==> config.mk <==
export PLATFORM = sky130hd
export DESIGN_NAME = i2c_rx_hold
export DESIGN_NICKNAME = d
export VERILOG_FILES = /design/src/rtl/i2c_rx_hold_pkg.sv /design/src/rtl/i2c_rx_hold_ctrl.sv /design/src/rtl/i2c_rx_hold_dp.sv /design/src/rtl/i2c_rx_hold.sv
export SDC_FILE = /design/constraint.sdc
export NUM_CORES = 1
export LEC_CHECK = 0
export ABC_AREA = 0
export BUFFER_PORTS_ARGS = -buffer_cell sky130_fd_sc_hd__buf_2
export CORE_UTILIZATION = 45
export DETAILED_ROUTE_END_ITERATION = 10
export HOLD_SLACK_MARGIN = 0.15
export PLACE_DENSITY_LB_ADDON = 0.1
export SLEW_MARGIN = 30
export SYNTH_ARGS = -nofsm -noshare
export SYNTH_HDL_FRONTEND = slang
export SYNTH_SLANG_ARGS = --single-unit
==> constraint.sdc <==
create_clock -name clk -period 2.8 [get_ports clk]
set_input_delay 0.56 -clock clk [delete_from_list [all_inputs] [get_ports clk]]
set_output_delay 0.56 -clock clk [all_outputs]
set_load 0.05 [all_outputs]
==> src/rtl/i2c_rx_hold_pkg.sv <==
package i2c_rx_hold_pkg;

  typedef struct packed {
    logic loadDirect;  // byteIn goes straight into the register
    logic loadPend;    // pending byte moves into the register
    logic toPend;      // byteIn is parked in the pending stage
    logic capAddr;     // byteIn is a calling address in slave mode
    logic showAddr;    // read port selects the captured address
  } rxStrobes_t;

endpackage

==> src/rtl/i2c_rx_hold_ctrl.sv <==
module i2c_rx_hold_ctrl
  import i2c_rx_hold_pkg::*;
(
  input  logic       clk,
  input  logic       rstN,
  input  logic       enable,
  input  logic       isMaster,
  input  logic       addrMatch,
  input  logic       byteValid,
  input  logic       cpuRead,
  input  logic       irqClear,
  output rxStrobes_t strobes,
  output logic       bufFull,
  output logic       irqFlag
);

  logic holdFull;
  logic pendValid;
  logic readEff;
  logic roomNow;
  logic anyLoad;

  always_comb begin
    readEff = enable && cpuRead && holdFull;
    roomNow = !holdFull || (readEff && !pendValid);

    strobes.loadPend   = readEff && pendValid;
    strobes.loadDirect = enable && byteValid && roomNow;
    strobes.toPend     = enable && byteValid && !roomNow
                         && (!pendValid || strobes.loadPend);
    strobes.capAddr    = enable && byteValid && !isMaster && addrMatch;
    strobes.showAddr   = !isMaster && addrMatch;

    anyLoad = strobes.loadDirect || strobes.loadPend;
  end

  always_ff @(posedge clk or negedge rstN) begin
    if (!rstN) begin
      holdFull  <= 1'b0;
      pendValid <= 1'b0;
      irqFlag   <= 1'b0;
    end else if (!enable) begin
      holdFull  <= 1'b0;
      pendValid <= 1'b0;
      irqFlag   <= 1'b0;
    end else begin
      if (anyLoad) begin
        holdFull <= 1'b1;
      end else if (readEff) begin
        holdFull <= 1'b0;
      end

      if (strobes.toPend) begin
        pendValid <= 1'b1;
      end else if (strobes.loadPend) begin
        pendValid <= 1'b0;
      end

      if (anyLoad) begin
        irqFlag <= 1'b1;
      end else if (irqClear) begin
        irqFlag <= 1'b0;
      end
    end
  end

  assign bufFull = holdFull;

endmodule

==> src/rtl/i2c_rx_hold_dp.sv <==
module i2c_rx_hold_dp
  import i2c_rx_hold_pkg::*;
#(
  parameter int DATA_W = 8
) (
  input  logic              clk,
  input  logic              rstN,
  input  rxStrobes_t        strobes,
  input  logic [DATA_W-1:0] byteIn,
  output logic [DATA_W-1:0] readData
);

  localparam logic [DATA_W-1:0] ZERO = '0;

  logic [DATA_W-1:0] holdReg;
  logic [DATA_W-1:0] pendReg;
  logic [DATA_W-1:0] addrReg;

  always_ff @(posedge clk or negedge rstN) begin
    if (!rstN) begin
      holdReg <= ZERO;
      pendReg <= ZERO;
      addrReg <= ZERO;
    end else begin
      if (strobes.loadPend) begin
        holdReg <= pendReg;
      end else if (strobes.loadDirect) begin
        holdReg <= byteIn;
      end

      if (strobes.toPend) begin
        pendReg <= byteIn;
      end

      if (strobes.capAddr) begin
        addrReg <= byteIn;
      end
    end
  end

  assign readData = strobes.showAddr ? addrReg : holdReg;

endmodule

==> src/rtl/i2c_rx_hold.sv <==
module i2c_rx_hold
  import i2c_rx_hold_pkg::*;
#(
  parameter int DATA_W = 8
) (
  input  logic              clk,
  input  logic              rstN,
  input  logic              enable,
  input  logic              isMaster,
  input  logic              addrMatch,
  input  logic              byteValid,
  input  logic [DATA_W-1:0] byteIn,
  input  logic              cpuRead,
  input  logic              irqClear,
  output logic [DATA_W-1:0] readData,
  output logic              bufFull,
  output logic              irqFlag
);

  rxStrobes_t strobes;

  i2c_rx_hold_ctrl u_ctrl (
    .clk       (clk),
    .rstN      (rstN),
    .enable    (enable),
    .isMaster  (isMaster),
    .addrMatch (addrMatch),
    .byteValid (byteValid),
    .cpuRead   (cpuRead),
    .irqClear  (irqClear),
    .strobes   (strobes),
    .bufFull   (bufFull),
    .irqFlag   (irqFlag)
  );

  i2c_rx_hold_dp #(.DATA_W(DATA_W)) u_dp (
    .clk      (clk),
    .rstN     (rstN),
    .strobes  (strobes),
    .byteIn   (byteIn),
    .readData (readData)
  );

endmodule

==> results.yml, run 1 <==
run:
  maxCapViolCount: 0
placed_design:
  pre_cts_slack_ns: 0.6192
  dpl.hpwl_mm: 1.581
  placed_area_um2: 1425
  port_buffers: 25
  gp_congestion: 0.6644
  dp.cells: 141
power:
  irDropWorstVdd_mv: 0.3833
  power_density_nw_per_um2: 656.5
  leakagePower_nw: 0.6636
cts:
  holdBufCountCts: 0
  clk_transition_reported_paths_ns: 0.14
  root_buffer: "clkbuf_4"
  cts_tree: "done"
  clk_latency_ns: 0.33
  cts_max_level: 1
  cts_resized: 0
  post-cts-setup-buffer-count: 0
  cts_buffer_depth: 2
  clkSinkCount: 27
  numCtsBuffers: 3
cells_and_area:
  layout.cells.most_common: "mux2_2"
  synthToLayoutAreaGrowth_pct: 14.62
  drive_gt1_share_pct: 62.61
  nNetsFinal: 132
  final_area_um2: 1451
  final_core_util_pct: 56.53
  diodes: 0
  finalNonFillerCells: 145
  final_cell_mix: "mux2_2, dfrtp_1, buf_2"
  fillers: 235
setup_path:
  cp_cell_sequence: "buf_2 -> nand2b_1 -> mux2_2 -> buf_2"
  critPathMaxFanout: 8
  path_class: "input pin to output pin"
  r2r_slack_ns: 1.19
  r2r-end: "u_dp.holdReg[2]"
  crit_buf_inv: 2
  cp_top_family: "multiplexers"
  worst_path_max_delay_cell: "mux2_2"
  reg2reg_depth: 3
  worstPathArrival_ns: 1.60
  critPathCaptureType: "output pin"
  cp.required_ns: 2.24
  slowest_delay_ns: 0.39
  startpoint_type: "input pin"
  rr_startpoint: "u_ctrl.bufFull"
  cpMostUsedCell: "buf_2"
grt:
  grt_use_total_pct: 17.53
  grt_pass1_vias: 759
  grt_max_degree: 28
  grt_pass1_wl_mm: 3.560
  grt_antenna_before_repair: 0
  grt-ovfl-total: 0
sta:
  rsz0062_at_grt: "no"
  max_freq_mhz: 463.4
  setup_tns_ns: 0
  fin_ws_ns: 0.6420
  setup_viol: 0
  layout_min_cycle_time_ns: 2.158
  hold_viol_final: 0
  clock_skew_ns: 0.005699
  fin_crit_sh_pct: 77.07
  worst_pin_slew_ns: 0.5881
  drv_slew: 0
  relSlewSlack_pct: 60.79
routing:
  drc: 0
  drt_iter0_drc: 2
  first_pass_iters: 2
  viasPerCell: 5.331
  ant_nets: 0
  wl_per_cell_um: 15.41
  vias: 773
  routed_wl_mm: 2.234
logic_synthesis:
  synthCells: 87
  yosysSeqAreaShare_pct: 53.36
  ys_ff_latch: 27
  syn-num-nets: 103
  synth.yosys.warnings: 0
  syn_area_um2: 1266
  syn_area_per_cell_um2: 14.55
  ys_types: 18
floorplanning:
  rows: 18
  die_x_um: 55.05
  die_area_um2: 3030
  die_y_um: 55.05
  initial_core_util_pct: 49.32
  coreArea_um2: 2567
  num_io_pins: 26
min_path:
  hold_path_class: "input pin to async pin"
run_status:
  outcome: "finished clean"
## cells by family after synthesis
kind of cell	synth area share (%)
mux	35.57
compound gates	2.470
simple gates	7.313
xor+xnor	0.6918
buf+inv	0.5923
flops	53.36
## layout make-up
class | instances | area (µm²) | share of cell area [%]
Clock buffer | 4 | 26.28 | 1.810
Inverter | 1 | 3.754 | 0.2586
Multi-Input combinational cell | 58 | 583.1 | 40.17
Sequential cell | 27 | 675.6 | 46.55
Tap cell | 30 | 37.54 | 2.586
Timing Repair Buffer | 25 | 125.1 | 8.621
## state kept, by name, indices dropped and copies added (netlist names)
| register | count |
|---|---|
| u_ctrl.pendValid | 1 |
| u_dp.addrReg | 8 |
| u_ctrl.bufFull | 1 |
| u_ctrl.irqFlag | 1 |
| u_dp.holdReg | 8 |
| u_dp.pendReg | 8 |
## worst max path at each step
| stage | endpoint | slack [ns] | start | cells after the start |
|---|---|---|---|---|
| final | readData[1] | 0.64 | isMaster | 4 |
| after global routing | readData[1] | 0.58 | isMaster | 4 |
| after detailed placement | readData[1] | 0.62 | isMaster | 4 |
| after floorplan | readData[0] | 0.83 | isMaster | 3 |
| after global placement | readData[4] | 0.66 | isMaster | 4 |
| after CTS | readData[1] | 0.61 | isMaster | 4 |
## through the flow
stage          hold WS, ns  total power, mW
2_1_floorplan       0.2644           0.7315
3_3_place_gp        0.4837           0.7841
3_5_place_dp        0.4928           0.7965
4_1_cts             0.2267           0.9672
5_1_grt             0.2509            1.006
6_report            0.2128           0.9529
## synthesized netlist by cell type
cell type  count  share of area, %
a21oi_1        3               1.2
a2bb2oi_1      1              0.69
and2b_2        1              0.69
clkbuf_1       1              0.30
dfrtp_1       27                53
inv_1          1              0.30
mux2_2        40                36
nand2b_1       1              0.49
nand3_1        1              0.39
nand4_2        1              0.99
nand4b_1       1              0.69
nor2_1         2              0.59
nor2_2         1              0.49
nor2b_1        1              0.49
nor3_4         1               1.3
o21a_1         1              0.59
or2b_1         2               1.2
xor2_1         1              0.69
## routing by layer
| layer | up-vias | share of wire, % | wire (µm) | GRT usage [%] |
|---|---|---|---|---|
| li1 | 374 | - | - | - |
| met1 | 374 | 49 | 1105 | 23.47 |
| met2 | 21 | 44 | 987 | 28.31 |
| met3 | 4 | 4.7 | 104 | 2.459 |
| met4 | 0 | 1.6 | 36 | 7.500 |
| met5 | - | 0 | 0 | 0 |
## power breakdown
| group | total [mW] | internal [mW] | leakage [nW] | switching, mW |
|---|---|---|---|---|
| clock network | 0.170 | 0.0559 | 0.0150 | 0.114 |
| registers | 0.512 | 0.471 | 0.327 | 0.0410 |
| logic | 0.271 | 0.118 | 0.322 | 0.153 |
Note: power is estimated with default switching activity, not from simulation.
==> inputs of run 2 (changes only) <==
Clock period 2.8 ns to 2.2 ns, I/O delays scaled along.
==> run 2 against run 1 <==
Critical path depth up 1. Worst hold slack better by 0.16 ns. First-iteration DRC count increased to 3.5 times the previous value. Register-to-register slack lost 0.60 ns. Final cell count is 1.4% higher. Via count up 1.7%. Setup slack got worse by 0.22 ns. Critical path type unchanged. Highest routed layer unchanged.
==> results.yml, run 2 (synthesis results as in run 1) <==
setup_path:
  worst_path_max_delay_cell: "mux2_2"
  critPathCaptureType: "output pin"
  slowest_delay_ns: 0.34
  cp_top_family: "buffers and inverters"
  crit_buf_inv: 3
  startpoint_type: "input pin"
  worstPathArrival_ns: 1.33
  critPathMaxFanout: 8
  cp.required_ns: 1.76
  cp_cell_sequence: "buf_2 -> nand2b_1 -> buf_4 -> mux2_2 -> buf_2"
  path_class: "input pin to output pin"
  cpMostUsedCell: "buf_2"
cells_and_area:
  layout.cells.most_common: "mux2_2"
  drive_gt1_share_pct: 62.39
  diodes: 0
  reg_top3: "u_dp.addrReg (8), u_dp.holdReg (8), u_dp.pendReg (8)"
  final_cell_mix: "mux2_2, dfrtp_1, buf_2"
  nNetsFinal: 134
  synthToLayoutAreaGrowth_pct: 16.01
routing:
  first_pass_iters: 4
  drt_iter0_drc: 7
  viasPerCell: 5.347
  dr_wl_met2_um: 949
  wl_per_cell_um: 14.48
  met3_length_um: 87
  dr.max_layer_used: "met4"
  drc: 0
  ant_nets: 0
  routed_wl_mm: 2.128
  vias: 786
  wl_met1_mm: 1.072
sta:
  relSlewSlack_pct: 61.75
  setup_tns_ns: 0
  clock_skew_ns: 0.006166
  hold_viol_final: 0
  setup_viol: 0
  layout_min_cycle_time_ns: 1.775
  worst_pin_slew_ns: 0.5737
  fin_crit_sh_pct: 80.66
  fin_ws_ns: 0.4255
  rsz0062_at_grt: "no"
  max_freq_mhz: 563.5
  drv_slew: 0
run:
  maxCapViolCount: 0
cts:
  cts_resized: 0
  cts_buffer_depth: 2
  post-cts-setup-buffer-count: 0
  clkSinkCount: 27
  numCtsBuffers: 3
  root_buffer: "clkbuf_4"
  clk_transition_reported_paths_ns: 0.14
  cts_max_level: 1
  holdBufCountCts: 1
  cts_tree: "done"
  clk_latency_ns: 0.31
power:
  leakagePower_nw: 0.6723
  internal_power_uw: 822.7
  p_clk_share_pct: 17.0
  power_density_nw_per_um2: 817.8
  p_seq_share_pct: 54.1
  power.switching_uw: 378.6
  irDropWorstVdd_mv: 0.5378
  p_comb_share_pct: 28.9
  swShare_pct: 31.52
  p_total_mw: 1.201
floorplanning:
  rows: 18
  die_x_um: 55.05
  coreArea_um2: 2567
  die_y_um: 55.05
  num_io_pins: 26
  die_area_um2: 3030
  initial_core_util_pct: 49.32
placed_design:
  pre_cts_slack_ns: 0.4200
  dpl.hpwl_mm: 1.520
  gp_congestion: 0.6657
  port_buffers: 25
min_path:
  hold_path_class: "input pin to flip-flop"
run_status:
  outcome: "finished clean"
grt:
  grt_max_degree: 28
  grt_pass1_wl_mm: 3.401
  grt_pass1_vias: 731
  grt_use_total_pct: 16.37
  grt_antenna_before_repair: 0
  grt-ovfl-total: 0
==> run 2: cell count changes in the layout (fill, tap and decap cells not counted), sizes merged <==
cell,before,now
buf,25,26
dlygate4sd3,0,1
==> run 2: through the flow <==
stage	hold WS, ns	util (%)	cell area [µm²]	std cells
after CTS	0.3676	57.21	1469	147
final	0.3759	57.21	1469	147
after floorplan	0.1444	-	1266	87
after global routing	0.3631	57.21	1469	147
after detailed placement	0.4802	55.80	1433	142
after global placement	0.4788	55.80	1433	142
==> run 2: power groups by stage <==
stage | combinational (mW) | sequential, mW | clock, mW
2_1_floorplan | 0.278 | 0.653 | 0
3_3_place_gp | 0.343 | 0.657 | 0
3_5_place_dp | 0.351 | 0.661 | 0
4_1_cts | 0.353 | 0.651 | 0.216
5_1_grt | 0.374 | 0.665 | 0.235
6_report | 0.347 | 0.650 | 0.204
==> run 2: final timing paths <==
kind,startpoint,to,slack [ns],cells after the start
worst max-delay path,isMaster,readData[1],0.43,5
worst min-delay path,byteIn[2],u_dp.addrReg[2],0.38,2
worst max register to register,u_ctrl.bufFull,u_dp.holdReg[6],0.59,3
worst min register to register,u_dp.pendReg[0],u_dp.pendReg[0],0.52,1
max in group asynchronous,rstN,u_dp.pendReg[1],1.18,2
min in group asynchronous,rstN,u_dp.addrReg[2],0.64,2
==> run 2: layer usage <==
layer | vias to the layer above | global-route usage (%)
li1 | 377 | -
met1 | 388 | 21.72
met2 | 19 | 26.91
met3 | 2 | 2.459
met4 | 0 | 6.250
met5 | - | 0
==> run 2: final cells by class <==
type,instances,area [µm²]
multi-input cells,58,583.1
flip-flops and latches,27,675.6
inverters,1,3.754
fillers,231,1099
clock buffers,4,26.28
well taps,30,37.54
repair buffers,27,142.6
